File: config.mk
export PLATFORM = sky130hd
export DESIGN_NAME = irqDestRouter
export DESIGN_NICKNAME = d
export VERILOG_FILES = /design/src/rtl/irqRouterPkg.sv /design/src/rtl/irqRouteCtrl.sv /design/src/rtl/irqRouteDatapath.sv /design/src/rtl/irqDestRouter.sv
export SDC_FILE = /design/constraint.sdc
export NUM_CORES = 1
export LEC_CHECK = 0
export CAP_MARGIN = 30
export CORE_MARGIN = 2
export CORE_UTILIZATION = 30
export DETAILED_ROUTE_END_ITERATION = 6
export DONT_BUFFER_PORTS = 1
export GPL_TIMING_DRIVEN = 1
export MAX_ROUTING_LAYER = met4
export PLACE_DENSITY = 0.41
export SYNTH_ARGS = -nofsm -noshare
export SYNTH_HDL_FRONTEND = slang
export SYNTH_HIERARCHICAL = 1
export SYNTH_SLANG_ARGS = --single-unit
File: constraint.sdc
create_clock -name clk -period 3.4 [get_ports clk]
set_clock_uncertainty 0.2 [all_clocks]
set_input_delay 0.34 -clock clk [delete_from_list [all_inputs] [get_ports clk]]
set_output_delay 0.34 -clock clk [all_outputs]
set_load 0.005 [all_outputs]
File: src/rtl/irqRouterPkg.sv
package irqRouterPkg;
  localparam int DEST_W    = 4;
  localparam int CORE0_BIT = 0;
  localparam int CORE1_BIT = 1;
  localparam int CRIT_BIT  = 2;
  localparam int EXT_BIT   = 3;
  localparam logic [DEST_W-1:0] DEST_RESET = 4'b0001;
  localparam int MSG_CNT   = 2;

  typedef enum logic [2:0] {
    RD_NONE,
    RD_DEST,
    RD_PEND0,
    RD_PEND1,
    RD_MSG,
    RD_ERR
  } rdSel_e;

  typedef struct packed {
    logic               destWr;
    logic               pend0Clr;
    logic               pend1Clr;
    logic [MSG_CNT-1:0] msgSet;
    logic [MSG_CNT-1:0] msgTake;
    logic               rdStb;
    rdSel_e             rdSel;
    logic               rdMsgSel;
  } busStrobe_t;
endpackage

File: src/rtl/irqRouteCtrl.sv
module irqRouteCtrl
  import irqRouterPkg::*;
#(
  parameter int NTOT   = 10,
  parameter int ADDR_W = 5,
  parameter int IDX_W  = 4
) (
  input  logic              busWr,
  input  logic              busRd,
  input  logic [ADDR_W-1:0] busAddr,
  output busStrobe_t        strobe,
  output logic [IDX_W-1:0]  regIdx
);
  localparam logic [ADDR_W-1:0] DEST_END = ADDR_W'(NTOT);
  localparam logic [ADDR_W-1:0] PEND0_A  = ADDR_W'(NTOT);
  localparam logic [ADDR_W-1:0] PEND1_A  = ADDR_W'(NTOT + 1);
  localparam logic [ADDR_W-1:0] MSG0_A   = ADDR_W'(NTOT + 2);
  localparam logic [ADDR_W-1:0] MSG1_A   = ADDR_W'(NTOT + 3);
  localparam logic [ADDR_W-1:0] ERR_A    = ADDR_W'(NTOT + 4);

  assign regIdx = IDX_W'(busAddr);

  always_comb begin
    strobe       = '0;
    strobe.rdSel = RD_NONE;
    if (busWr) begin
      if (busAddr < DEST_END)     strobe.destWr    = 1'b1;
      else if (busAddr == PEND0_A) strobe.pend0Clr = 1'b1;
      else if (busAddr == PEND1_A) strobe.pend1Clr = 1'b1;
      else if (busAddr == MSG0_A)  strobe.msgSet[0] = 1'b1;
      else if (busAddr == MSG1_A)  strobe.msgSet[1] = 1'b1;
    end
    if (busRd) begin
      strobe.rdStb = 1'b1;
      if (busAddr < DEST_END)      strobe.rdSel = RD_DEST;
      else if (busAddr == PEND0_A) strobe.rdSel = RD_PEND0;
      else if (busAddr == PEND1_A) strobe.rdSel = RD_PEND1;
      else if (busAddr == MSG0_A) begin
        strobe.rdSel      = RD_MSG;
        strobe.msgTake[0] = 1'b1;
      end else if (busAddr == MSG1_A) begin
        strobe.rdSel      = RD_MSG;
        strobe.rdMsgSel   = 1'b1;
        strobe.msgTake[1] = 1'b1;
      end else if (busAddr == ERR_A) strobe.rdSel = RD_ERR;
    end
  end
endmodule

File: src/rtl/irqRouteDatapath.sv
module irqRouteDatapath
  import irqRouterPkg::*;
#(
  parameter int NUM_SRC = 8,
  parameter int NTOT    = 10,
  parameter int IDX_W   = 4
) (
  input  logic               clk,
  input  logic               rstN,
  input  logic [NUM_SRC-1:0] srcIrq,
  input  busStrobe_t         strobe,
  input  logic [IDX_W-1:0]   regIdx,
  input  logic [NTOT-1:0]    wrData,
  output logic [NTOT-1:0]    rdData,
  output logic               intCore0,
  output logic               intCore1,
  output logic               critIrq,
  output logic               extIrq
);
  logic [DEST_W-1:0]  destReg [NTOT];
  logic [MSG_CNT-1:0] msgFlag;
  logic [NTOT-1:0]    srcAll, validVec;
  logic [NTOT-1:0]    routeCore0, routeCore1, routeCrit, routeExt;
  logic [NTOT-1:0]    pend0, pend1, cfgErr;
  logic [NTOT-1:0]    clrMask0, clrMask1;

  assign srcAll = {msgFlag, srcIrq};

  for (genvar i = 0; i < NTOT; i++) begin : gSrc
    always_ff @(posedge clk) begin
      if (!rstN) destReg[i] <= DEST_RESET;
      else if (strobe.destWr && regIdx == IDX_W'(i)) destReg[i] <= wrData[DEST_W-1:0];
    end
    assign validVec[i]   = $onehot(destReg[i]);
    assign routeCore0[i] = srcAll[i] & validVec[i] & destReg[i][CORE0_BIT];
    assign routeCore1[i] = srcAll[i] & validVec[i] & destReg[i][CORE1_BIT];
    assign routeCrit[i]  = srcAll[i] & validVec[i] & destReg[i][CRIT_BIT];
    assign routeExt[i]   = srcAll[i] & validVec[i] & destReg[i][EXT_BIT];


    core_latch_chk: assert property (@(posedge clk) disable iff (!rstN)
      routeCore0[i] |=> pend0[i]);

    pend_hold_chk: assert property (@(posedge clk) disable iff (!rstN)
      (pend1[i] && srcAll[i]) |=> pend1[i]);

    cfg_err_chk: assert property (@(posedge clk) disable iff (!rstN)
      !validVec[i] |=> cfgErr[i]);
  end

  for (genvar k = 0; k < MSG_CNT; k++) begin : gMsg
    always_ff @(posedge clk) begin
      if (!rstN) msgFlag[k] <= 1'b0;
      else if (strobe.msgSet[k]) msgFlag[k] <= 1'b1;
      else if (strobe.msgTake[k]) msgFlag[k] <= 1'b0;
    end

    msg_set_chk: assert property (@(posedge clk) disable iff (!rstN)
      strobe.msgSet[k] |=> msgFlag[k]);

    msg_take_chk: assert property (@(posedge clk) disable iff (!rstN)
      (strobe.msgTake[k] && !strobe.msgSet[k]) |=> !msgFlag[k]);
  end

  assign clrMask0 = (strobe.pend0Clr ? wrData : '0) & ~srcAll;
  assign clrMask1 = (strobe.pend1Clr ? wrData : '0) & ~srcAll;

  always_ff @(posedge clk) begin
    if (!rstN) begin
      pend0  <= '0;
      pend1  <= '0;
      cfgErr <= '0;
    end else begin
      pend0  <= (pend0 & ~clrMask0) | routeCore0;
      pend1  <= (pend1 & ~clrMask1) | routeCore1;
      cfgErr <= cfgErr | ~validVec;
    end
  end

  always_ff @(posedge clk) begin
    if (!rstN) rdData <= '0;
    else if (strobe.rdStb) begin
      unique case (strobe.rdSel)
        RD_DEST:  rdData <= NTOT'(destReg[regIdx]);
        RD_PEND0: rdData <= pend0;
        RD_PEND1: rdData <= pend1;
        RD_MSG:   rdData <= NTOT'(msgFlag[strobe.rdMsgSel]);
        RD_ERR:   rdData <= cfgErr;
        default:  rdData <= '0;
      endcase
    end
  end

  assign intCore0 = |pend0;
  assign intCore1 = |pend1;
  assign critIrq  = |routeCrit;
  assign extIrq   = |routeExt;


  core_rise_chk: assert property (@(posedge clk) disable iff (!rstN)
    $rose(intCore1) |-> $past(|routeCore1));
endmodule

File: src/rtl/irqDestRouter.sv
module irqDestRouter
  import irqRouterPkg::*;
#(
  parameter int NUM_SRC = 8,
  parameter int ADDR_W  = 5,
  localparam int NTOT   = NUM_SRC + MSG_CNT,
  localparam int IDX_W  = $clog2(NTOT)
) (
  input  logic               clk,
  input  logic               rstN,
  input  logic [NUM_SRC-1:0] srcIrq,
  input  logic               busWr,
  input  logic               busRd,
  input  logic [ADDR_W-1:0]  busAddr,
  input  logic [NTOT-1:0]    busWrData,
  output logic [NTOT-1:0]    busRdData,
  output logic               intCore0,
  output logic               intCore1,
  output logic               critIrq,
  output logic               extIrq
);
  busStrobe_t       strobe;
  logic [IDX_W-1:0] regIdx;

  irqRouteCtrl #(.NTOT(NTOT), .ADDR_W(ADDR_W), .IDX_W(IDX_W)) u_ctrl (
    .busWr  (busWr),
    .busRd  (busRd),
    .busAddr(busAddr),
    .strobe (strobe),
    .regIdx (regIdx)
  );

  irqRouteDatapath #(.NUM_SRC(NUM_SRC), .NTOT(NTOT), .IDX_W(IDX_W)) u_dp (
    .clk     (clk),
    .rstN    (rstN),
    .srcIrq  (srcIrq),
    .strobe  (strobe),
    .regIdx  (regIdx),
    .wrData  (busWrData),
    .rdData  (busRdData),
    .intCore0(intCore0),
    .intCore1(intCore1),
    .critIrq (critIrq),
    .extIrq  (extIrq)
  );
endmodule

; ---- After elaboration in Yosys (flattened, before gate mapping)
; Memories as Yosys holds them, arrays and structs flattened.
; Cells that the tools add are included.
[op_classes]
addsub = 30
magnitude_cmp = 2
n_eq_ne = 29
mux = 72
n_bitwise = 71
n_reduce_logical = 17
[ops]
columns = cell, n
row1 = $and A1 B1 Y1, 50
row2 = $pmux W10 S5, 1
row3 = $mux W1, 46
row4 = $mux W4, 11
row5 = $add A1 B1 Y2, 20
row6 = $and A10 B10 Y10, 4
row7 = $not A10 Y10, 4
row8 = $reduce_or A10 Y1, 4
row9 = $eq A3 B1 Y1 const B, 11
row10 = $add A3 B3 Y3, 10
row11 = $or A10 B10 Y10, 3
row12 = $eq A5 B4 Y1 const B, 5
row13 = $mux W3, 7
row14 = $mux W10, 2
row15 = $eq A4 B3 Y1 const B, 4
row16 = $logic_and A1 B1 Y1, 10
row17 = $or A1 B1 Y1, 10
row18 = $eq A4 B2 Y1 const B, 2
row19 = $eq A4 B4 Y1 const B, 2
row20 = $mux W7, 1
row21 = $eq A3 B2 Y1 const B, 2
row22 = $eq A3 B3 Y1 const B, 2
row23 = $mux W2, 3
row24 = $lt A5 B4 Y1 const B, 1
row25 = 5 further kinds, 6
[totals]
reg_bits = 42
mem_bits_rw = 40
in_bits = 27
output_inout_bits = 14
word_cells = 228
mem_count = 1
[mem_list]
columns = memory, words, width, rd, rd_ports_with_merged_regs, write_ports, line
row1 = u_dp.destReg, 10, 4, 11, 0, 10, irqRouteDatapath.sv:20  ; logic [DEST_W-1:0] destReg [NTOT];

; ---- Longest topological paths before layout
; Gate-level depths: netlist (run 1).
[depth]
ltp_word = 12
ltp_mapped = 9
ltp_nobuf = 9

; ---- Hierarchy
; Netlist (run 1), hierarchy kept.
[by_module_without_submodules]
columns = mod, n_inst, cells_per_inst, area_each_um2, seq_area_each_um2
row1 = irqRouteDatapath, 1, 492, 4914.7, 2042.0
row2 = irqRouteCtrl, 1, 27, 188.9, 0.0

; ---- Least setup slack after synthesis (run 1)
; Ideal clock, no wire load.
[synth_timing]
kind = register to output
from = memory u_dp.destReg[0][0]
to = output port extIrq
arrival_time_ps = 2165
required_ps = 2860
path_slack_ps = 695
stages_incl_launch_ff = 10
n_path_buf = 0
cell_sequence = edfxtp_1 inv_1 fa_1 inv_1 ha_1 ha_1 and4bb_1 a22o_1 a221oi_1 nand4_1
[synth_rtl]
columns = item, line
row1 = from (decl), irqRouteDatapath.sv:20
row2 = to (decl), irqDestRouter.sv:20  ; output logic extIrq

==> results.ini, run 1 <==
[run_status]
status = complete, no violations

[layout]
area_growth_pct = 12.87
multiInputGateArea_mm2 = 0.002666
fillers = 1720
drive_above_1_share_pct = 9.696
layout_common_cells = inv_1 (63), nor2b_1 (44), dfxtp_1 (42)
final_util_pct = 34.74
antenna_cells = 0
fin_nets = 578
ff_latch_area_mm2 = 0.002042
final_common_cell = inv_1

[timing]
drv_slew = 0
fin_setup_tns_ps = 0
min_period_over_period_pct = 96.83
fin_hold_ws_ps = 2.998
tightest_slew_ps = 607.0
setup_violations = 0
fin_crit_ps = 3292
rsz0062_at_grt = yes
timing.final.ws_setup_ps = 107.8
slew_headroom_pct = 59.11
hold_viol_final = 0
fmax_mhz = 303.7

[pwr]
clkPwrFrac_pct = 43.5
peakVddDrop_mv = 0.2442
combPwrFrac_pct = 13.5
leakage_nw = 2.242
p_per_area_mw_per_mm2 = 466.9
p_int_w = 0.002006
p_sw_w = 0.0006842
switching_share_pct = 25.44
share_seq_of_total_power_pct = 42.9

[clock_tree]
cts-root-buf = clkbuf_16
cts_made_buffers = 9
cts_tree = done
insertion_delay_ps = 340
clk_pin_slew_ps = 60
cts.sinks = 82
htree_levels = 3
clockBufferDepth = 2

[detailed_routing]
dr.pass1.iters = 4
drc = 0
route.vias.total = 3834
postRouteAntennaNets = 0
wl_mm = 16.02
wl_per_cell_um = 21.47
post_drt_via_cell_ratio = 5.139
drt_iter0_drc = 360

[flow_run]
maxCapViolations = 0

[place]
post-place-ws_ps = 442.2
place.gp.congestion = 0.8169
dpl.hpwl_mm = 11.66
portBuffers = 0

[global_routing]
grt_first_pass_wirelength_mm = 24.45
track_usage_pct = 19.04
grt.overflow.total = 0
grt_pass1_vias = 3832
antenna_found_initial = 1
grt_max_degree = 43

[logic_synthesis]
seq_area_frac_synth_pct = 40.01
post-synth-top-area-cell = edfxtp_1
synth_area_per_cell_um2 = 9.834
syn_inst = 519
yosys_register_bits = 82
yosysTopAreaCellShare_pct = 23.54
synth_cell_type_count = 59
dominantRegCellSynth = dfxtp_1
synth_fp_nets = 576
async_flop_share_pct = 0
synth_edf_count = 40
yosys-top-cells-area = edfxtp_1 (24%), dfxtp_1 (16%), nor2b_1 (5.4%)
ys_warn_count = 6
synthesis.area_mm2 = 0.005104

[die]
die_area_mm2 = 0.01807
die_y_um = 134.4
start_util_pct = 30.78
fp.dieW_um = 134.4
ios = 41
rows = 47
core-area_mm2 = 0.01658

[critical_path]
arrival_ps = 2750
worstSetupEndpointType = primary output
crit_buf_inv = 2
slowest_delay_ps = 520
start_kind = register
required_ps = 2860
worstSetupPathType = register to primary output
crit_path_max_fanout = 4
path_delay_family = adder cells
path_cells = inv_1, fa_1, inv_1, ha_1, ha_1, and4bb_2, a22o_1, a221oi_1, nand4_1
r2r_setup_slack_ps = 840
cp_slowest_cell = fa_1

[hold_path]
hold_class = input pin to register

repair_timing:
action                                 CTS  global route
buffers inserted                         0             6
resized for setup                        0             1
hold buffers                             5             1
setup endpoints to repair                0             2
endpoints found under the hold margin   73             1
layout make-up:
cell class	instances	area share (%)
clock inverter	3	1.129
multi-input combinational	344	46.29
timing repair buffer	21	3.171
sequential	82	35.45
tap	220	4.778
inverter	63	4.105
clock buffer	13	5.083
cells in the mapped netlist (11+ instances only):
master,number
o21ai_1,11
inv_1,63
clkbuf_1,15
nor2b_1,44
a22oi_1,28
edfxtp_1,40
nand2_1,34
and3b_1,13
ha_1,20
and2_1,33
dfxtp_1,42
nor2_1,17
state kept, by name, indices dropped and copies added (netlist names):
register,flops
u_dp/cfgErr,10
u_dp/destReg,40
u_dp/msgFlag,2
u_dp/pend0,10
u_dp/pend1,10
u_dp/rdData,10
path summary, 6_finish.rpt:
check / from / to / cells after the start
min reg2reg: u_dp/cfgErr[7]$_SDFF_PN0_ / u_dp/cfgErr[7]$_SDFF_PN0_ / 1
min: busWrData[2] / u_dp/destReg[6][2]$_SDFFCE_PN0P_ / 1
max reg2reg: u_dp/destReg[2][0]$_SDFFCE_PN1P_ / u_dp/pend1[2]$_SDFF_PN0_ / 8
max: u_dp/destReg[7][0]$_SDFFCE_PN1P_ / critIrq / 9
power by group through the flow:
stage	clock network (W)	registers (W)	logic [W]
after global routing	0.00123	0.00116	0.000414
after global placement	0	0.00118	0.000327
after CTS	0.00119	0.00116	0.000361
after detailed placement	0	0.00118	0.000335
final	0.00117	0.00116	0.000364
after floorplan	0	0.00114	0.000283
cells by family after synthesis:
| logic type | count (synthesis) | synth area share (%) |
|---|---|---|
| AND/OR/NAND/NOR | 203 | 24.91 |
| AO/OA/AOI/OAI | 96 | 14.54 |
| buffers and inverters | 93 | 7.845 |
| flip-flops | 82 | 40.01 |
| adder cells (fa/ha/maj) | 30 | 8.826 |
| multiplexers | 15 | 3.874 |
layer usage:
layer	share of wire [%]	global-route usage, %	wire [µm]	vias up
met3	7.6	3.288	1218	33
li1	-	-	-	1840
met2	45	28.60	7254	112
met1	44	25.47	6998	1849
met4	3.4	7.719	544	0
met5	0	-	0	-
per-stage QoR:
step | total power [W] | area, µm² | instances
floorplan | 0.001422 | 5104 | 519
global placement | 0.001505 | 5288 | 718
detailed placement | 0.001511 | 5288 | 718
CTS | 0.002706 | 5705 | 739
global route | 0.002805 | 5761 | 746
finish | 0.002690 | 5761 | 746
No activity file was read; power rests on OpenSTA's default activity.
==> run 2: changes to the inputs <==
- CORE_UTILIZATION: 30 -> 32
- PLACE_DENSITY: 0.41 -> 0.43
==> results.ini, run 2 (same netlist as run 1, synthesis figures left out) <==
[run_status]
status = complete, no violations

[pwr]
leakage_nw = 2.202
p_per_area_mw_per_mm2 = 446.4
fin_total_pwr_w = 0.002554
peakVddDrop_mv = 0.2506

[die]
fp.dieW_um = 130.3
die_y_um = 130.3
rows = 46
start_util_pct = 32.48
die_area_mm2 = 0.01698
ios = 41
core-area_mm2 = 0.01571

[clock_tree]
cts-root-buf = clkbuf_16
cts_tree = done
cts_made_buffers = 9
clockBufferDepth = 2
htree_levels = 3
clk_pin_slew_ps = 70
insertion_delay_ps = 350
cts.sinks = 82

[critical_path]
worstSetupPathType = register to primary output
start_kind = register
slowest_delay_ps = 540
crit_path_max_fanout = 3
cp_slowest_cell = fa_1
cp_common_cell = inv_1
required_ps = 2860
arrival_ps = 2770
path_cells = inv_1, fa_1, inv_1, ha_1, ha_4, and4bb_2, a22o_1, a221oi_2, nand4_1
worstSetupEndpointType = primary output

[place]
place.gp.congestion = 0.8257
portBuffers = 0
post-place-cells = 712
dpl.hpwl_mm = 11.62

[layout]
regMostFlops = u_dp/destReg
antenna_cells = 0
final_common_cell = inv_1
area_growth_pct = 12.11
final_util_pct = 36.42
fin_nets = 574
drive_above_1_share_pct = 10.15
final_cells = 738
layout_common_cells = inv_1 (63), nor2b_1 (44), dfxtp_1 (42)
largest_register_ffs = 40

[detailed_routing]
postRouteAntennaNets = 0
wl_mm = 16.03
post_drt_via_cell_ratio = 5.237
wl_per_cell_um = 21.72
dr.pass1.iters = 5
drt_iter0_drc = 358
drc = 0
route.vias.total = 3865

[timing]
fmax_mhz = 301.9
slew_headroom_pct = 55.66
hold_viol_final = 0
min_period_over_period_pct = 97.42
fin_setup_tns_ps = 0
tightest_slew_ps = 663.8
fin_crit_ps = 3312
setup_violations = 0
drv_slew = 0

[global_routing]
grt_pass1_vias = 4080
track_usage_pct = 20.53
grt.overflow.total = 0
antenna_found_initial = 0
grt_max_degree = 43
grt_first_pass_wirelength_mm = 24.51

[hold_path]
hold_class = input pin to register

[flow_run]
maxCapViolations = 0

==> run 2: cell types whose count changed in the layout (fill, tap and decap cells not counted), sizes merged <==
cell / before / now
clkbuf: 13 / 9
buf: 16 / 13
inv: 63 / 66
clkinvlp: 0 / 2
bufinv: 2 / 1
dlygate4sd3: 5 / 4
==> run 2: area by class of cell <==
class	instances	area (µm²)
fill	1580	9991
inverter	63	236.5
timing repair buffer	17	150.1
clock inverter	7	76.32
tap	216	270.3
multi-input combinational	344	2721
clock buffer	9	225.2
sequential	82	2042
==> run 2: repair_timing <==
action                                  4_1_cts  5_1_grt
endpoints found under the setup margin        2        2
hold endpoints to repair                     82        0
pin swaps                                     1        5
resized for setup                             3        6
hold buffers                                  5        0
buffers inserted                              1        4
==> run 2: worst max-delay path, delay by kind of cell, from the launching register on <==
kind	cells	cell delay [ps]
buffers and inverters	2	130
flip-flops	1	390
AND/OR/NAND/NOR	2	450
AO/OA/AOI/OAI	2	420
adder cells (fa/ha/maj)	3	1030
==> run 2: path summary, 6_finish.rpt <==
| kind | slack, ps | from | cells past startpoint | end |
|---|---|---|---|---|
| worst max-delay path | 90 | u_dp/destReg[0][0]$_SDFFCE_PN1P_ | 9 | extIrq |
| worst min-delay path | 20 | busRd | 2 | u_dp/rdData[7]$_SDFFE_PN0P_ |
| worst max register to register | 830 | u_dp/destReg[3][3]$_SDFFCE_PN0P_ | 8 | u_dp/pend1[3]$_SDFF_PN0_ |
| worst min register to register | 280 | u_dp/cfgErr[7]$_SDFF_PN0_ | 1 | u_dp/cfgErr[7]$_SDFF_PN0_ |
==> run 2: through the flow <==
| stage | instance area (µm²) | hold WS [ps] | setup WS [ps] |
|---|---|---|---|
| after global routing | 5722 | 20.80 | -12.60 |
| after floorplan | 5104 | 235.6 | 695.2 |
| after CTS | 5649 | 8.986 | 17.00 |
| after global placement | 5268 | 264.5 | 380.5 |
| after detailed placement | 5268 | 264.6 | 335.5 |
| final | 5722 | 20.81 | 87.85 |
==> run 2: where the power goes <==
part	internal [W]	switching, W	leakage, nW
sequential	0.00109	0.0000628	0.729
combinational	0.000169	0.000221	1.33
clock	0.000576	0.000434	0.143
total	0.00184	0.000718	2.20
==> run 2: metal layers <==
layer | global-route usage (%) | wire length (µm) | up-vias
li1 | - | - | 1836
met1 | 27.30 | 7557 | 1917
met2 | 31.63 | 7344 | 96
met3 | 3.649 | 853 | 16
met4 | 7.021 | 276 | 0
met5 | - | 0 | -
